--- config.mk ---
export PLATFORM = sky130hd
export DESIGN_NAME = memmap_decoder
export DESIGN_NICKNAME = d
export VERILOG_FILES = /design/src/rtl/memmap_decoder.sv
export SDC_FILE = /design/constraint.sdc
export NUM_CORES = 1
export LEC_CHECK = 0
export ABC_AREA = 1
export CAP_MARGIN = 20
export CORE_AREA = 2 2 58 60
export DETAILED_ROUTE_END_ITERATION = 16
export DIE_AREA = 0 0 60 62
export DONT_BUFFER_PORTS = 1
export PLACE_DENSITY = 0.78
export SYNTH_ARGS = -nofsm -noshare
export SYNTH_HDL_FRONTEND = slang
export SYNTH_SLANG_ARGS = --single-unit
--- constraint.sdc ---
create_clock -name clk -period 1.37 [get_ports clk]
set_clock_uncertainty 0.1 [all_clocks]
set_input_delay 0.0685 -clock clk [delete_from_list [all_inputs] [get_ports clk]]
set_output_delay 0.0685 -clock clk [all_outputs]
set_load 0.02 [all_outputs]
--- src/rtl/memmap_decoder.sv ---
module memmap_decoder #(
  parameter logic [7:0] VBANK_REG = 8'h4F,
  parameter logic [7:0] WBANK_REG = 8'h70,
  parameter logic [7:0] OAM_LAST  = 8'h9F,
  parameter int VRAM_AW = 14,
  parameter int WRAM_AW = 15
) (
  input  logic               clk,
  input  logic               rst_n,
  input  logic               cpu_req,
  input  logic               cpu_we,
  input  logic [15:0]        cpu_addr,
  input  logic [7:0]         cpu_wdata,
  output logic [7:0]         cpu_rdata,
  output logic               cpu_rvalid,
  output logic               mem_we,
  output logic [7:0]         mem_wdata,
  output logic               cart_req,
  output logic [15:0]        cart_addr,
  input  logic [7:0]         cart_rdata,
  output logic               vram_en,
  output logic [VRAM_AW-1:0] vram_addr,
  input  logic [7:0]         vram_rdata,
  output logic               wram_en,
  output logic [WRAM_AW-1:0] wram_addr,
  input  logic [7:0]         wram_rdata,
  output logic               oam_en,
  output logic [7:0]         oam_addr,
  input  logic [7:0]         oam_rdata,
  output logic               hram_en,
  output logic [7:0]         hram_addr,
  input  logic [7:0]         hram_rdata
);
  localparam int VWIN_W  = 13;
  localparam int WWIN_W  = 12;
  localparam int VBANK_W = VRAM_AW - VWIN_W;
  localparam int WBANK_W = WRAM_AW - WWIN_W;

  typedef enum logic [2:0] {
    RG_CART, RG_VRAM, RG_WRAM, RG_OAM, RG_HOLE, RG_HRAM, RG_BANKV, RG_BANKW
  } region_t;

  region_t              region, rsel_q;
  logic [VBANK_W-1:0]   vbank_q;
  logic [WBANK_W-1:0]   wbank_q, wbank_eff;
  logic [7:0]           bank_rd_q;
  logic                 rd_go, wr_go;

  always_comb begin
    if (!cpu_addr[15] || cpu_addr[15:13] == 3'b101)  region = RG_CART;
    else if (cpu_addr[15:13] == 3'b100)              region = RG_VRAM;
    else if (cpu_addr[15:13] == 3'b110)              region = RG_WRAM;
    else if (cpu_addr[12:9] != 4'hF)                 region = RG_WRAM;
    else if (!cpu_addr[8])                           region = (cpu_addr[7:0] <= OAM_LAST) ? RG_OAM : RG_HOLE;
    else if (cpu_addr[7:0] == VBANK_REG)             region = RG_BANKV;
    else if (cpu_addr[7:0] == WBANK_REG)             region = RG_BANKW;
    else                                             region = RG_HRAM;
  end

  assign rd_go     = cpu_req && !cpu_we;
  assign wr_go     = cpu_req && cpu_we;
  assign wbank_eff = (wbank_q == '0) ? WBANK_W'(1) : wbank_q;

  assign mem_we    = wr_go;
  assign mem_wdata = cpu_wdata;

  assign cart_req  = cpu_req && region == RG_CART;
  assign vram_en   = cpu_req && region == RG_VRAM;
  assign wram_en   = cpu_req && region == RG_WRAM;
  assign oam_en    = cpu_req && region == RG_OAM;
  assign hram_en   = cpu_req && region == RG_HRAM;

  assign cart_addr = cpu_addr;
  assign vram_addr = {vbank_q, cpu_addr[VWIN_W-1:0]};
  assign wram_addr = cpu_addr[13] ? WRAM_AW'(cpu_addr[12:0]) :
                     cpu_addr[12] ? {wbank_eff, cpu_addr[WWIN_W-1:0]} :
                                    WRAM_AW'(cpu_addr[WWIN_W-1:0]);
  assign oam_addr  = cpu_addr[7:0];
  assign hram_addr = cpu_addr[7:0];

  always_ff @(posedge clk or negedge rst_n) begin
    if (!rst_n) begin
      vbank_q    <= '0;
      wbank_q    <= '0;
      rsel_q     <= RG_CART;
      cpu_rvalid <= 1'b0;
      bank_rd_q  <= '0;
    end else begin
      if (wr_go && region == RG_BANKV) vbank_q <= cpu_wdata[VBANK_W-1:0];
      if (wr_go && region == RG_BANKW) wbank_q <= cpu_wdata[WBANK_W-1:0];
      cpu_rvalid <= rd_go;
      if (rd_go) begin
        rsel_q    <= region;
        bank_rd_q <= (region == RG_BANKV) ? 8'(vbank_q) : 8'(wbank_q);
      end
    end
  end

  always_comb begin
    case (rsel_q)
      RG_CART:  cpu_rdata = cart_rdata;
      RG_VRAM:  cpu_rdata = vram_rdata;
      RG_WRAM:  cpu_rdata = wram_rdata;
      RG_OAM:   cpu_rdata = oam_rdata;
      RG_HRAM:  cpu_rdata = hram_rdata;
      RG_HOLE:  cpu_rdata = 8'hFF;
      default:  cpu_rdata = bank_rd_q;
    endcase
  end
endmodule


==> results.sh, run 1 <==
export IMPL_finalWirelength_mm=3.43
export IMPL_fillCellCount=316
export IMPL_synthCells=239
export IMPL_finalWorstSetupSlack_ns=-0.314
export IMPL_route_detailed_drc=0
export IMPL_peakVddDrop_uv=330
export IMPL_final_cell_mix="57 x nand2_1, 30 x buf_4, 19 x inv_1"
export IMPL_track_usage_pct=14.8
export IMPL_globalplace_congestion=0.728
export IMPL_dp_hpwl_mm=2.45
export IMPL_worstPathMaxFanout=4
export IMPL_slew_headroom_pct=67.8
export IMPL_path_clk_slew_ns=0.07
export IMPL_cts_tree="done"
export IMPL_postSynthAreaPerCell_sq_um=6.48
export IMPL_nets=285
export IMPL_power_frac_clock_pct=21.8
export IMPL_die_area_sq_mm=0.00372
export IMPL_total_leakage_power_nw=0.781
export IMPL_cts_buffer_depth=2
export IMPL_power_density_mw_per_mm2=629
export IMPL_route_vias_total=1349
export IMPL_io_pins=152
export IMPL_hold_path_class="in2out"
export IMPL_fmax_mhz=594
export IMPL_worst_path_buf_inv=3
export IMPL_status="finished with violations"
export IMPL_drive_gt1_share_pct=33.8
export IMPL_crit_required_ns=1.20
export IMPL_wl_per_cell_microns=13.1
export IMPL_grt_max_degree=12
export IMPL_htree_levels=1
export IMPL_min_period_over_period_pct=123
export IMPL_grt_pass1_vias=1101
export IMPL_grt_overflow=0
export IMPL_synth_distinct_cells=23
export IMPL_grt_use_met2_pct=28.7
export IMPL_die_h_microns=62
export IMPL_sw_frac_of_total_pct=37.9
export IMPL_ys_seq_area_share_pct=17.8
export IMPL_rows=21
export IMPL_start_util_pct=48.7
export IMPL_ys_ff_latch=11
export IMPL_ys_warn_count=0
export IMPL_grt_busiest_layer="met2"
export IMPL_layout_commonest_cell="nand2_1"
export IMPL_fin_crit_ns=1.68
export IMPL_setup_viol=8
export IMPL_multi_input_area_sq_um=774
export IMPL_placed_area_sq_mm=0.00127
export IMPL_syn_area_sq_mm=0.00155
export IMPL_fin_cells=262
export IMPL_failed_checks="setup timing"
export IMPL_internal_power_uw=612
export IMPL_cp_cell_sequence="inv_2 > nor2_1 > inv_1 > nor2_2 > buf_4 > a221oi_4 > nand3_2"
export IMPL_seq_power_share_pct=35.6
export IMPL_hold_viol_final=0
export IMPL_cts_made_buffers=3
export IMPL_p_sw_uw=373
export IMPL_syn_nets=307
export IMPL_rsz0062_at_grt="true"
export IMPL_use_met1_pct=15.4
export IMPL_dp_cells=239
export IMPL_clock_latency_ns=0.26
export IMPL_groute_layer_met3_usage_pct=5.18
export IMPL_max_cap_violations=0
export IMPL_diodes=0
export IMPL_area_growth_pct=1.13
export IMPL_crit_slowest_cell="dfrtp_1"
export IMPL_cpPeakStageDelay_ns=0.42
export IMPL_crit_type="reg2out"
export IMPL_register_area_sq_um=278
export IMPL_grt_antenna_before_repair=0
export IMPL_port_buffers=0
export IMPL_grt_pass1_wl_mm=4.30
export IMPL_stdcell_area_sq_mm=0.00157
export IMPL_p_comb_share_pct=42.6
export IMPL_drtIter0Drc=57
export IMPL_viasPerCell=5.15
export IMPL_die_w_microns=60
export IMPL_root_buffer="clkbuf_4"
export IMPL_end_kind="output port"
export IMPL_cts_sinks=11
export IMPL_slew_violations=0
export IMPL_tightest_slew_ns=0.481
export IMPL_crit_family="flip-flops"
export IMPL_critPathLaunchType="flip-flop"
export IMPL_ant_nets=0
export IMPL_dr_pass1_iters=4
export IMPL_worstPathArrival_ns=1.52
export IMPL_core_area_sq_mm=0.00318
-- through the flow --
stage               hold slack (ns)  TNS [ns]  util, %  setup WS [ns]  power, mW
floorplan                    -0.327         0        -       0.000649      0.867
global placement             -0.327    -0.150     40.0        -0.0787      0.674
detailed placement           -0.327    -0.352     40.0         -0.151      0.678
CTS                          0.0204     -2.45     44.7         -0.317      0.942
global route                 0.0370     -3.33     49.3         -0.436       1.05
finish                       0.0370     -2.42     49.3         -0.314      0.985
-- what timing repair did --
item,in CTS,in global routing
resized for setup,13,15
hold buffers,6,0
endpoints found under the setup margin,9,11
buffers inserted,3,10
hold endpoints to repair,16,0
gates cloned,0,0
pin swaps,6,15
-- path summary, 6_finish.rpt --
check                                              start                  endpoint  slack, ns  cells after the start
worst max-delay path               rsel_q[1]$_DFFE_PN0P_              cpu_rdata[0]      -0.31                      7
worst min-delay path                        cpu_wdata[2]              mem_wdata[2]       0.04                      0
worst max register to register     rsel_q[2]$_DFFE_PN0P_     rsel_q[2]$_DFFE_PN0P_       0.30                      4
worst min register to register  bank_rd_q[2]$_DFFE_PN0P_  bank_rd_q[2]$_DFFE_PN0P_       0.38                      2
max in group asynchronous                          rst_n     rsel_q[2]$_DFFE_PN0P_       0.72                      1
min in group asynchronous                          rst_n    wbank_q[0]$_DFFE_PN0P_       0.10                      1
-- Yosys cell counts, drive strengths merged --
master,count,share of area [%]
a21oi,8,3.3
a221oi,3,1.7
a22oi,6,2.9
buf,66,32
clkbuf,1,0.32
dfrtp,11,18
inv,26,6.3
nand2,65,17
nand3,7,2.9
nand4,10,4.0
nor2,22,6.5
nor3,5,2.3
nor4,1,0.81
o21ai,8,2.6
-- registers in the layout, summed over array words and instances, names as in the netlist --
signal and count:
rsel_q 3, cpu_rvalid 1, vbank_q 1, wbank_q 3, bank_rd_q 3
-- cell families (layout without fill, tap and decap cells) --
| logic type | after synthesis | in the layout | share of synthesized area [%] |
|---|---|---|---|
| flops | 11 | 11 | 17.8 |
| buf+inv | 93 | 70 | 38.6 |
| simple gates | 110 | 110 | 33.1 |
| compound gates | 25 | 25 | 10.5 |
-- final cells by class --
cell class                 count  share of cell area [%]
sequential                    11                    17.7
tap                           46                    3.67
clock buffer                   4                    1.68
timing repair buffer          40                    21.1
inverter                      26                    6.39
multi-input combinational    135                    49.4
-- power groups by stage --
stage	Clock [mW]	Combinational, mW	Sequential, mW
2_1_floorplan	0	0.518	0.349
3_3_place_gp	0	0.323	0.351
3_5_place_dp	0	0.327	0.352
4_1_cts	0.222	0.374	0.346
5_1_grt	0.238	0.464	0.352
6_report	0.215	0.420	0.350
-- routing by layer --
layer | vias up | wire length [microns]
met5 | - | 0
met4 | 0 | 7
met3 | 2 | 274
met2 | 71 | 1890
met1 | 614 | 1250
li1 | 662 | -
Power figures use the tool's default switching activity.
==> run 2: changes to the inputs <==
Settings changed: ABC_AREA 1 to unset, PLACE_DENSITY 0.78 to 0.77.
==> run 2 against run 1 <==
The run still ends with setup timing left. Sequential power about the same. Clock-buffer cell count unchanged. Power up 1.7%. Largest cell class unchanged. Highest routed layer is now met3.
==> results.sh, run 2 <==
export IMPL_synthCells=204
export IMPL_cts_tree="done"
export IMPL_syn_area_sq_mm=0.00154
export IMPL_grt_max_degree=12
export IMPL_power_density_mw_per_mm2=677
export IMPL_postSynthAreaPerCell_sq_um=7.53
export IMPL_track_usage_pct=17.0
export IMPL_stdcell_area_sq_mm=0.00148
export IMPL_status="finished with violations"
export IMPL_area_growth_pct=-3.67
export IMPL_yosys_top_cells_area="buf_4 32%, dfrtp_1 18%, nand2_1 5.1%"
export IMPL_clock_latency_ns=0.26
export IMPL_critPathLaunchType="flip-flop"
export IMPL_fillCellCount=327
export IMPL_cts_made_buffers=3
export IMPL_grt_pass1_vias=1055
export IMPL_slew_headroom_pct=68.1
export IMPL_layout_commonest_cell="buf_4"
export IMPL_syn_nets=272
export IMPL_fmax_mhz=605
export IMPL_synthTopCellsByCount="66 x buf_4, 21 x nand2_1, 16 x nor2_1"
export IMPL_fin_cells=211
export IMPL_dr_pass1_iters=4
export IMPL_grt_antenna_before_repair=0
export IMPL_dp_hpwl_mm=2.78
export IMPL_r2r_cells=4
export IMPL_port_buffers=0
export IMPL_total_leakage_power_nw=0.629
export IMPL_p_total_mw=1.00
export IMPL_drtIter0Drc=28
export IMPL_worstReg2RegEnd="rsel_q[1]$_DFFE_PN0P_"
export IMPL_min_period_over_period_pct=121
export IMPL_die_area_sq_mm=0.00372
export IMPL_grt_pass1_wl_mm=4.82
export IMPL_die_w_microns=60
export IMPL_worst_hold_path_endpoint="rsel_q[1]$_DFFE_PN0P_"
export IMPL_r2r_start="rsel_q[1]$_DFFE_PN0P_"
export IMPL_ys_ff_latch=11
export IMPL_wl_per_cell_microns=16.0
export IMPL_final_cell_mix="22 x buf_4, 21 x nand2_1, 15 x nor2_1"
export IMPL_max_cap_violations=0
export IMPL_worstPathMaxFanout=5
export IMPL_path_clk_slew_ns=0.06
export IMPL_synth_edf_count=0
export IMPL_ff2ff_setup_slack_ns=0.30
export IMPL_end_kind="output port"
export IMPL_root_buffer="clkbuf_4"
export IMPL_diodes=0
export IMPL_io_pins=152
export IMPL_globalplace_congestion=0.815
export IMPL_core_area_sq_mm=0.00318
export IMPL_viasPerCell=5.58
export IMPL_nets=234
export IMPL_worstPathArrival_ns=1.48
export IMPL_hold_path_class="in2reg"
export IMPL_fin_crit_ns=1.65
export IMPL_grt_overflow=0
export IMPL_synth_most_common_cell="buf_4"
export IMPL_failed_checks="setup timing"
export IMPL_die_h_microns=62
export IMPL_start_util_pct=48.3
export IMPL_dp_cells=198
export IMPL_cts_sinks=11
export IMPL_finalWorstSetupSlack_ns=-0.282
export IMPL_drive_gt1_share_pct=37.0
export IMPL_htree_levels=1
export IMPL_rsz0062_at_grt="true"
export IMPL_crit_type="reg2out"
export IMPL_peakVddDrop_uv=680
export IMPL_whs_path_depth=3
export IMPL_min_delay_start="cpu_addr[14]"
export IMPL_ys_warn_count=0
export IMPL_top_regs="bank_rd_q (3), rsel_q (3), wbank_q (3)"
export IMPL_ant_nets=0
export IMPL_synth_top_cell_by_area="buf_4"
export IMPL_finalWirelength_mm=3.38
export IMPL_placed_area_sq_mm=0.00129
export IMPL_whs_ns=0.0257
export IMPL_setup_tns_final_ns=-2.10
export IMPL_route_vias_total=1178
export IMPL_slew_violations=0
export IMPL_hold_viol_final=0
export IMPL_synth_flop_cell="dfrtp_1"
export IMPL_route_detailed_drc=0
export IMPL_synth_async_reset_ratio_pct=100
export IMPL_synth_distinct_cells=40
export IMPL_rows=21
export IMPL_synth_top_area_share_pct=32.3
export IMPL_setup_viol=8
export IMPL_tightest_slew_ns=0.478
export IMPL_cts_buffer_depth=2
export IMPL_ys_seq_area_share_pct=17.9
export IMPL_crit_required_ns=1.20
run 2: changes by cell type after synthesis, sizes merged, moves of 6 or more:
cell   before  now
nand2      65   21
inv        26    3
o21ai       8   16
mux2i       0    7
nand4      10    3
a22oi       6    0
mux2        0    6
nor2       22   16
o22ai       0    6
run 2: worst max-delay path by stage:
| stage | cells after the start | slack, ns | endpoint | startpoint |
|---|---|---|---|---|
| after CTS | 6 | -0.29 | cpu_rdata[1] | rsel_q[0]$_DFFE_PN0P_ |
| final | 6 | -0.28 | cpu_rdata[1] | rsel_q[0]$_DFFE_PN0P_ |
| after global placement | 4 | -0.05 | cpu_rdata[2] | rsel_q[0]$_DFFE_PN0P_ |
| after global routing | 6 | -0.39 | cpu_rdata[1] | rsel_q[0]$_DFFE_PN0P_ |
| after floorplan | 5 | -0.07 | cpu_rdata[2] | rsel_q[0]$_DFFE_PN0P_ |
| after detailed placement | 6 | -0.07 | cpu_rdata[4] | rsel_q[0]$_DFFE_PN0P_ |
run 2: cell families after synthesis:
kind of cell / Yosys count / share of synthesized area, %
AOI/OAI and AO/OA: 46 / 19.7
buffers and inverters: 78 / 35.3
DFF: 11 / 17.9
muxes: 13 / 8.96
and+or+nand+nor: 56 / 18.1
run 2: repair_timing:
| item | CTS | global route |
|---|---|---|
| cloned | 0 | 0 |
| endpoints found under the hold margin | 15 | 0 |
| endpoints found under the setup margin | 8 | 10 |
| gates resized for setup | 20 | 7 |
| setup buffers | 4 | 1 |
| pin swaps | 5 | 2 |
| hold buffers | 4 | 0 |
run 2: layout make-up:
type | count | area, sq um | area share, %
Tap cell | 46 | 57.6 | 3.89
Inverter | 5 | 25.0 | 1.69
Multi-Input combinational cell | 115 | 838 | 56.7
Clock buffer | 4 | 26.3 | 1.78
Timing Repair Buffer | 30 | 254 | 17.2
Sequential cell | 11 | 278 | 18.8
run 2: worst max-delay path, cell delays in order (launching register included):
cell	delay, ns
dfrtp_1	0.38
clkinv_2	0.12
o21ai_0	0.18
o211ai_1	0.14
a221oi_2	0.21
a21oi_2	0.04
buf_4	0.16
run 2: per-stage QoR:
step,util (%),setup slack [ns]
after floorplan,-,-0.0680
after CTS,45.8,-0.293
after global routing,46.5,-0.392
final,46.5,-0.282
after global placement,40.5,-0.0495
after detailed placement,40.5,-0.0682
run 2: report_power, final:
part,total [mW],switching [mW],leakage (nW),internal (mW)
clock network,0.212,0.100,0.0150,0.112
registers,0.350,0.0140,0.146,0.336
logic,0.439,0.236,0.468,0.203
run 2: routing by layer:
layer | global-route usage (%) | vias to the layer above | wire length [microns]
met4 | 2.22 | 0 | 0
met2 | 30.6 | 72 | 1740
li1 | - | 558 | -
met3 | 8.28 | 0 | 378
met1 | 18.5 | 548 | 1260
met5 | 0 | - | 0
